==> config.mk <==
export PLATFORM = sky130hd
export DESIGN_NAME = sdram_ctrl
export DESIGN_NICKNAME = d
export VERILOG_FILES = /design/src/rtl/sdram_ctrl_pkg.sv /design/src/rtl/sdram_refresh_timer.sv /design/src/rtl/sdram_rd_capture.sv /design/src/rtl/sdram_ctrl.sv
export SDC_FILE = /design/constraint.sdc
export NUM_CORES = 1
export LEC_CHECK = 0
export BUFFER_PORTS_ARGS = -buffer_cell sky130_fd_sc_hd__buf_4
export CAP_MARGIN = 15
export CORE_MARGIN = 2
export CORE_UTILIZATION = 45
export CTS_CLUSTER_SIZE = 30
export DETAILED_ROUTE_END_ITERATION = 12
export PLACE_DENSITY = 0.7
export SLEW_MARGIN = 20
export SYNTH_ARGS = -nofsm -noshare
export SYNTH_HDL_FRONTEND = slang
export SYNTH_SLANG_ARGS = --single-unit
==> constraint.sdc <==
create_clock -name clk_i -period 2.65 [get_ports clk_i]
set_clock_uncertainty 0.1 [all_clocks]
set_input_delay 0.53 -clock clk_i [delete_from_list [all_inputs] [get_ports clk_i]]
set_output_delay 0.53 -clock clk_i [all_outputs]
set_load 0.1 [all_outputs]
==> src/rtl/sdram_ctrl_pkg.sv <==
package sdram_ctrl_pkg;

  // {cs_n, ras_n, cas_n, we_n}
  typedef enum logic [3:0] {
    CMD_MRS = 4'b0000,
    CMD_REF = 4'b0001,
    CMD_PRE = 4'b0010,
    CMD_ACT = 4'b0011,
    CMD_WR  = 4'b0100,
    CMD_RD  = 4'b0101,
    CMD_NOP = 4'b0111
  } sd_cmd_e;

  typedef enum logic [2:0] {
    ST_POWERUP,
    ST_INIT_REF,
    ST_MODE,
    ST_IDLE,
    ST_ACCESS
  } ctrl_state_e;

  function automatic int ps_to_cyc(int t_ps, int clk_ps);
    return (t_ps + clk_ps - 1) / clk_ps;
  endfunction

  function automatic int max3(int a, int b, int c);
    int m;
    m = (a > b) ? a : b;
    return (m > c) ? m : c;
  endfunction

endpackage

==> src/rtl/sdram_refresh_timer.sv <==
module sdram_refresh_timer #(
  parameter int INTERVAL = 2080
) (
  input  logic clk_i,
  input  logic rst_ni,
  input  logic ref_ack_i,
  output logic ref_pend_o
);
  localparam int CW = $clog2(INTERVAL + 1);

  logic [CW-1:0] tick_q;
  logic          pend_q;

  always_ff @(posedge clk_i or negedge rst_ni) begin
    if (!rst_ni) begin
      tick_q <= CW'(INTERVAL - 1);
      pend_q <= 1'b0;
    end else begin
      if (tick_q == '0) tick_q <= CW'(INTERVAL - 1);
      else              tick_q <= tick_q - 1'b1;
      if (tick_q == '0)   pend_q <= 1'b1;
      else if (ref_ack_i) pend_q <= 1'b0;
    end
  end

  assign ref_pend_o = pend_q;

  // pending only clears when the sequencer takes it
  assert_pend_clear_R10: assert property (@(posedge clk_i) disable iff (!rst_ni)
    $fell(ref_pend_o) |-> $past(ref_ack_i));

endmodule

==> src/rtl/sdram_rd_capture.sv <==
module sdram_rd_capture #(
  parameter int CL   = 3,
  parameter int DQ_W = 64
) (
  input  logic            clk_i,
  input  logic            rst_ni,
  input  logic            rd_issue_i,
  input  logic [DQ_W-1:0] dq_i,
  output logic            rd_valid_o,
  output logic [DQ_W-1:0] rd_data_o
);
  logic [CL-1:0]   pipe_q;
  logic            valid_q;
  logic [DQ_W-1:0] data_q;

  // rd_issue_i follows the pin register; stage 0 marks the array's sampling edge
  generate
    if (CL == 1) begin : g_cl1
      always_ff @(posedge clk_i or negedge rst_ni) begin
        if (!rst_ni) pipe_q <= '0;
        else         pipe_q <= rd_issue_i;
      end
    end else begin : g_cln
      always_ff @(posedge clk_i or negedge rst_ni) begin
        if (!rst_ni) pipe_q <= '0;
        else         pipe_q <= {pipe_q[CL-2:0], rd_issue_i};
      end
    end
  endgenerate

  always_ff @(posedge clk_i or negedge rst_ni) begin
    if (!rst_ni) begin
      valid_q <= 1'b0;
      data_q  <= '0;
    end else begin
      valid_q <= pipe_q[CL-1];
      if (pipe_q[CL-1]) data_q <= dq_i;
    end
  end

  assign rd_valid_o = valid_q;
  assign rd_data_o  = data_q;

  assert_valid_single_R6: assert property (@(posedge clk_i) disable iff (!rst_ni)
    rd_valid_o |=> !rd_valid_o);

endmodule

==> src/rtl/sdram_ctrl.sv <==
module sdram_ctrl
  import sdram_ctrl_pkg::*;
#(
  parameter int CLK_PS       = 7500,
  parameter int T_RCD_PS     = 20000,
  parameter int T_RP_PS      = 20000,
  parameter int T_RAS_PS     = 45000,
  parameter int T_RC_PS      = 65000,
  parameter int T_WR_CYC     = 2,
  parameter int T_MRD_CYC    = 2,
  parameter int CAS_LAT      = 3,
  parameter int INIT_CYCLES  = 26667,
  parameter int INIT_REFS    = 8,
  parameter int REF_INTERVAL = 2080,
  parameter int ROW_W        = 12,
  parameter int COL_W        = 9,
  parameter int BANK_W       = 2,
  parameter int DQ_W         = 64
) (
  input  logic              clk_i,
  input  logic              rst_ni,
  input  logic              req_i,
  input  logic              req_we_i,
  input  logic [BANK_W-1:0] req_bank_i,
  input  logic [ROW_W-1:0]  req_row_i,
  input  logic [COL_W-1:0]  req_col_i,
  input  logic [DQ_W-1:0]   req_wdata_i,
  input  logic [DQ_W/8-1:0] req_wmask_i,
  output logic              ack_o,
  output logic              rd_valid_o,
  output logic [DQ_W-1:0]   rd_data_o,
  output logic              sd_cke_o,
  output logic              sd_cs_no,
  output logic              sd_ras_no,
  output logic              sd_cas_no,
  output logic              sd_we_no,
  output logic [ROW_W-1:0]  sd_addr_o,
  output logic [BANK_W-1:0] sd_ba_o,
  output logic [DQ_W/8-1:0] sd_dqm_o,
  output logic [DQ_W-1:0]   sd_dq_o,
  output logic              sd_dq_oe_o,
  input  logic [DQ_W-1:0]   sd_dq_i
);
  localparam int BYTES   = DQ_W / 8;
  localparam int TRCD    = ps_to_cyc(T_RCD_PS, CLK_PS);
  localparam int TRP     = ps_to_cyc(T_RP_PS, CLK_PS);
  localparam int TRAS    = ps_to_cyc(T_RAS_PS, CLK_PS);
  localparam int TRC     = ps_to_cyc(T_RC_PS, CLK_PS);
  // column command to next command, auto precharge included
  localparam int GAP     = max3(TRC - TRCD, T_WR_CYC + TRP, TRAS + TRP - TRCD);
  localparam int CNT_MAX = max3(INIT_CYCLES, TRC, GAP);
  localparam int CNT_W   = $clog2(CNT_MAX + 1);
  localparam int RFW     = $clog2(INIT_REFS + 1);
  localparam int AP_BIT  = 10;
  // burst length 1, sequential, CAS latency in bits 6:4
  localparam logic [ROW_W-1:0] MODE_WORD = ROW_W'(CAS_LAT << 4);
  localparam logic [ROW_W-1:0] AP_MASK   = ROW_W'(1) << AP_BIT;

  ctrl_state_e       state_q;
  sd_cmd_e           cmd_q;
  logic [CNT_W-1:0]  cnt_q;
  logic [RFW-1:0]    refs_left_q;
  logic [ROW_W-1:0]  addr_q;
  logic [BANK_W-1:0] ba_q;
  logic [BYTES-1:0]  dqm_q;
  logic [DQ_W-1:0]   dq_q;
  logic              oe_q;
  logic              ack_q;
  logic              we_q;
  logic [COL_W-1:0]  col_q;
  logic [DQ_W-1:0]   wdata_q;
  logic [BYTES-1:0]  wmask_q;
  logic              ref_pend;
  logic              ref_take;

  assign ref_take = (state_q == ST_IDLE) && (cnt_q == '0) && ref_pend;

  sdram_refresh_timer #(.INTERVAL(REF_INTERVAL)) u_ref_timer (
    .clk_i      (clk_i),
    .rst_ni     (rst_ni),
    .ref_ack_i  (ref_take),
    .ref_pend_o (ref_pend)
  );

  always_ff @(posedge clk_i or negedge rst_ni) begin
    if (!rst_ni) begin
      state_q     <= ST_POWERUP;
      cnt_q       <= CNT_W'(INIT_CYCLES - 1);
      cmd_q       <= CMD_NOP;
      refs_left_q <= '0;
      addr_q      <= '0;
      ba_q        <= '0;
      dqm_q       <= '0;
      dq_q        <= '0;
      oe_q        <= 1'b0;
      ack_q       <= 1'b0;
      we_q        <= 1'b0;
      col_q       <= '0;
      wdata_q     <= '0;
      wmask_q     <= '0;
    end else begin
      cmd_q <= CMD_NOP;
      oe_q  <= 1'b0;
      ack_q <= 1'b0;
      dqm_q <= '0;
      if (cnt_q != '0) begin
        cnt_q <= cnt_q - 1'b1;
      end else begin
        unique case (state_q)
          ST_POWERUP: begin
            cmd_q       <= CMD_PRE;
            addr_q      <= AP_MASK;
            cnt_q       <= CNT_W'(TRP - 1);
            refs_left_q <= RFW'(INIT_REFS);
            state_q     <= ST_INIT_REF;
          end
          ST_INIT_REF: begin
            cmd_q       <= CMD_REF;
            cnt_q       <= CNT_W'(TRC - 1);
            refs_left_q <= refs_left_q - 1'b1;
            if (refs_left_q == RFW'(1)) state_q <= ST_MODE;
          end
          ST_MODE: begin
            cmd_q   <= CMD_MRS;
            addr_q  <= MODE_WORD;
            ba_q    <= '0;
            cnt_q   <= CNT_W'(T_MRD_CYC - 1);
            state_q <= ST_IDLE;
          end
          ST_IDLE: begin
            if (ref_pend) begin
              cmd_q <= CMD_REF;
              cnt_q <= CNT_W'(TRC - 1);
            end else if (req_i) begin
              cmd_q   <= CMD_ACT;
              addr_q  <= req_row_i;
              ba_q    <= req_bank_i;
              we_q    <= req_we_i;
              col_q   <= req_col_i;
              wdata_q <= req_wdata_i;
              wmask_q <= req_wmask_i;
              cnt_q   <= CNT_W'(TRCD - 1);
              state_q <= ST_ACCESS;
            end
          end
          ST_ACCESS: begin
            cmd_q   <= we_q ? CMD_WR : CMD_RD;
            addr_q  <= ROW_W'(col_q) | AP_MASK;
            ack_q   <= 1'b1;
            cnt_q   <= CNT_W'(GAP - 1);
            state_q <= ST_IDLE;
            if (we_q) begin
              oe_q  <= 1'b1;
              dq_q  <= wdata_q;
              dqm_q <= wmask_q;
            end
          end
          default: state_q <= ST_IDLE;
        endcase
      end
    end
  end

  sdram_rd_capture #(.CL(CAS_LAT), .DQ_W(DQ_W)) u_rd_capture (
    .clk_i      (clk_i),
    .rst_ni     (rst_ni),
    .rd_issue_i (cmd_q == CMD_RD),
    .dq_i       (sd_dq_i),
    .rd_valid_o (rd_valid_o),
    .rd_data_o  (rd_data_o)
  );

  assign {sd_cs_no, sd_ras_no, sd_cas_no, sd_we_no} = cmd_q;
  assign sd_cke_o   = 1'b1;
  assign sd_addr_o  = addr_q;
  assign sd_ba_o    = ba_q;
  assign sd_dqm_o   = dqm_q;
  assign sd_dq_o    = dq_q;
  assign sd_dq_oe_o = oe_q;
  assign ack_o      = ack_q;

  assert_col_after_act_R4: assert property (@(posedge clk_i) disable iff (!rst_ni)
    (cmd_q == CMD_RD || cmd_q == CMD_WR) |-> $past(cmd_q, 3) == CMD_ACT);

  assert_col_autoprecharge_R4: assert property (@(posedge clk_i) disable iff (!rst_ni)
    (cmd_q == CMD_RD || cmd_q == CMD_WR) |-> sd_addr_o[AP_BIT]);

  assert_rd_latency_R6: assert property (@(posedge clk_i) disable iff (!rst_ni)
    rd_valid_o |-> $past(cmd_q, CAS_LAT + 1) == CMD_RD);

  assert_ack_pulse_R8: assert property (@(posedge clk_i) disable iff (!rst_ni)
    ack_o |=> !ack_o);

  assert_ref_quiet_R9: assert property (@(posedge clk_i) disable iff (!rst_ni)
    (cmd_q == CMD_REF) |=> (cmd_q == CMD_NOP));

endmodule

==> flow_metrics.py <==
metrics = {
    "synthesis": {
        "ys.flop_type": "dfrtp_1",
        "yosys.area.top_type": "dfrtp_1",
        "synth_fp_nets": 904,
        "ys_warn_count": 0,
        "synthTopCellsByCount": "261 x dfrtp_1, 120 x mux2_2, 100 x mux2_1, 22 x nor2_1, 20 x nand2_1",
        "synth_seq_cells": 276,
        "synth_area_leaders": "dfrtp_1 60%, mux2_2 12%, mux2_1 10%",
        "syn_area_per_cell_um2": 14.84,
        "synth_edf_count": 0,
        "yosysTopAreaCellShare_pct": 59.86,
        "yosysMostFrequentCell": "dfrtp_1",
        "synth_cell_types": 52,
        "netlist_area_um2": 10910,
        "async_flop_share_pct": 100.0,
        "ys_seq_area_share_pct": 63.47,
        "synth_cells": 735,
    },
    "setup_path": {
        "critical_path_class": "reg -> reg",
        "cp_max_fo": 48,
        "worstSetupEndpointType": "flop",
        "start_kind": "flop",
        "worstRegToRegCells": 7,
        "worstPathRequired_ps": 2960,
        "worstPathArrival_ps": 2780,
    },
    "clocking": {
        "cts_resized": 0,
        "path_clk_slew_ps": 60,
        "clock_sinks": 276,
        "cts_tree": "yes",
        "htreeDepth": 1,
        "cts_hold_buf": 1,
        "cts_buffers": 30,
        "cts_buffer_depth": 3,
        "post_cts_buffers": 0,
        "clock_latency_ps": 540,
        "root_buffer": "clkbuf_16",
    },
    "power_and_ir_drop": {
        "internal_power_mw": 9.003,
        "p_sw_share_pct": 40.64,
        "ir_drop_mv": 0.8077,
        "clkPwrFrac_pct": 27.9,
        "p_leak_nw": 7.509,
        "p_sw_mw": 6.164,
        "pwr-share-seq_pct": 36.5,
        "combPwrFrac_pct": 35.5,
        "p_per_area_nw_per_um2": 1024,
    },
    "route": {
        "wl_per_cell_um": 18.06,
        "first_iter_violations": 336,
        "drc": 0,
        "via_count": 7100,
        "ant_nets": 0,
        "viasPerCell": 5.014,
        "wl_um": 25580,
        "drt_first_pass_iters": 4,
    },
    "global_route": {
        "overflow": 0,
        "grt_max_degree": 69,
        "grt_pass1_vias": 7497,
        "grt_use_total_pct": 20.12,
        "antenna_found_initial": 1,
        "grt_pass1_wl_um": 41710,
    },
    "layout": {
        "area_delta_synth_final_pct": 35.79,
        "fillCellCount": 1842,
        "nNetsFinal": 1241,
        "ff_latch_area_um2": 6927,
        "fin_area_um2": 14820,
        "drive_gt1_share_pct": 48.36,
        "multi_input_area_um2": 3766,
    },
    "floorplanning": {
        "coreArea_um2": 23610,
        "initial_core_util_pct": 46.21,
        "ios": 321,
        "num_rows": 56,
        "die_area_um2": 25510,
        "die_height_um": 159.7,
        "die_x_um": 159.7,
    },
    "sta": {
        "setup_viol": 0,
        "fmax_ghz": 0.4058,
        "tightest_slew_ps": 573.1,
        "rsz0062_at_grt": "no",
        "setup-tns-final_ps": 0,
        "drv_slew": 0,
        "hold_viol_final": 0,
        "timing.final.crit_share_pct": 92.99,
        "layout_min_cycle_time_ps": 2464,
        "maxSlewHeadroom_pct": 61.78,
    },
    "min_path": {
        "hp-class": "in -> reg",
        "worst_hold_path.num_cells": 2,
    },
    "run_status": {
        "status": "finished, final reports clean",
    },
    "place": {
        "hpwl_um": 18290,
        "postPlaceCellArea_um2": 13790,
        "io_buffers": 318,
        "routabilityCongestion": 0.7808,
    },
    "job": {
        "cap_violations": 0,
    },
}
## worst max-delay path: stages (launching register included)
cell and delay [ps]:
dfrtp_1 420, inv_1 90, ha_1 150, nor4b_4 300, nand4_2 180, nor4_4 390
buf_12 320, mux2_1 360
## per-stage QoR
| step | cells | util [%] | setup slack (ps) | power (mW) | hold WS (ps) |
|---|---|---|---|---|---|
| 2_1_floorplan | 735 | - | 347.7 | 9.612 | 134.4 |
| 3_3_place_gp | 1358 | 58.38 | 214.9 | 10.94 | 234.1 |
| 3_5_place_dp | 1358 | 58.38 | 163.0 | 11.02 | 234.7 |
| 4_1_cts | 1415 | 62.73 | 170.1 | 15.32 | 73.92 |
| 5_1_grt | 1416 | 62.74 | 33.37 | 15.80 | 84.10 |
| 6_report | 1416 | 62.74 | 185.8 | 15.17 | 99.97 |
## metal layers
metal	share of wire [%]	global-route usage [%]	vias up
met5	0	0	-
met4	3.7	7.190	0
met1	41	26.10	3531
li1	-	-	3284
met2	48	33.43	234
met3	6.6	4.442	51
## layout make-up
| type | count | share of cell area [%] |
|---|---|---|
| Sequential cell | 276 | 46.75 |
| Clock buffer | 46 | 5.954 |
| Clock inverter | 10 | 0.9121 |
| Tap cell | 319 | 2.694 |
| Multi-Input combinational cell | 412 | 25.42 |
| Inverter | 13 | 0.3294 |
| Timing Repair Buffer | 339 | 17.92 |
| Antenna cell | 1 | 0.01689 |
## cells in the final DEF, fill, tap and decap left out, types with 7 or more instances in the layout
master | synthesis | routed
buf_12 | 0 | 8
clkbuf_1 | 15 | 10
nor3_1 | 12 | 12
clkbuf_16 | 0 | 31
o21ai_0 | 18 | 18
a22o_1 | 7 | 7
xor2_1 | 10 | 10
dfrtp_1 | 261 | 260
dfstp_2 | 15 | 15
mux2_1 | 100 | 100
nand2_1 | 20 | 20
mux2_2 | 120 | 120
nor2_1 | 22 | 22
and2_1 | 9 | 9
buf_4 | 3 | 329
inv_1 | 13 | 13
## power by group through the flow
stage	sequential [mW]	combinational (mW)	clock, mW
2_1_floorplan	8.53	1.08	0
3_3_place_gp	5.58	5.36	0
3_5_place_dp	5.61	5.42	0
4_1_cts	5.54	5.43	4.35
5_1_grt	5.65	5.62	4.53
6_report	5.54	5.39	4.23
## logic make-up after synthesis
kind of cell	count (synthesis)	share of synthesized area, %
DFF	276	63.47
buffers and inverters	47	2.248
and+or+nand+nor	114	6.009
xor gates and xnor gates	15	1.204
muxes	226	23.26
AOI/OAI and AO/OA	49	3.051
other	2	0.06883
adders and majority gates	6	0.6881
## state kept, by name, summed over array words and instances, names as in the netlist, 2 cells and up
| name | count |
|---|---|
| sd_dq_o | 64 |
| u_rd_capture.rd_data_o | 64 |
| wdata_q | 64 |
| cnt_q | 15 |
| sd_addr_o | 12 |
| u_ref_timer.tick_q | 12 |
| col_q | 9 |
| sd_dqm_o | 8 |
| wmask_q | 8 |
| refs_left_q | 4 |
| cmd_q | 3 |
| state_q | 3 |
| u_rd_capture.pipe_q | 3 |
| sd_ba_o | 2 |
## final timing paths
path | to | startpoint | slack [ps]
worst max-delay path | wdata_q[40] | cnt_q[0] | 190
worst min-delay path | wmask_q[0] | req_wmask_i[0] | 100
worst max register to register | wdata_q[40] | cnt_q[0] | 190
worst min register to register | u_rd_capture.pipe_q[1] | u_rd_capture.pipe_q[0] | 250
max in group asynchronous | u_ref_timer.tick_q[1] | rst_ni | 1180
min in group asynchronous | wdata_q[49] | rst_ni | 430
Power figures use the tool's default switching activity.
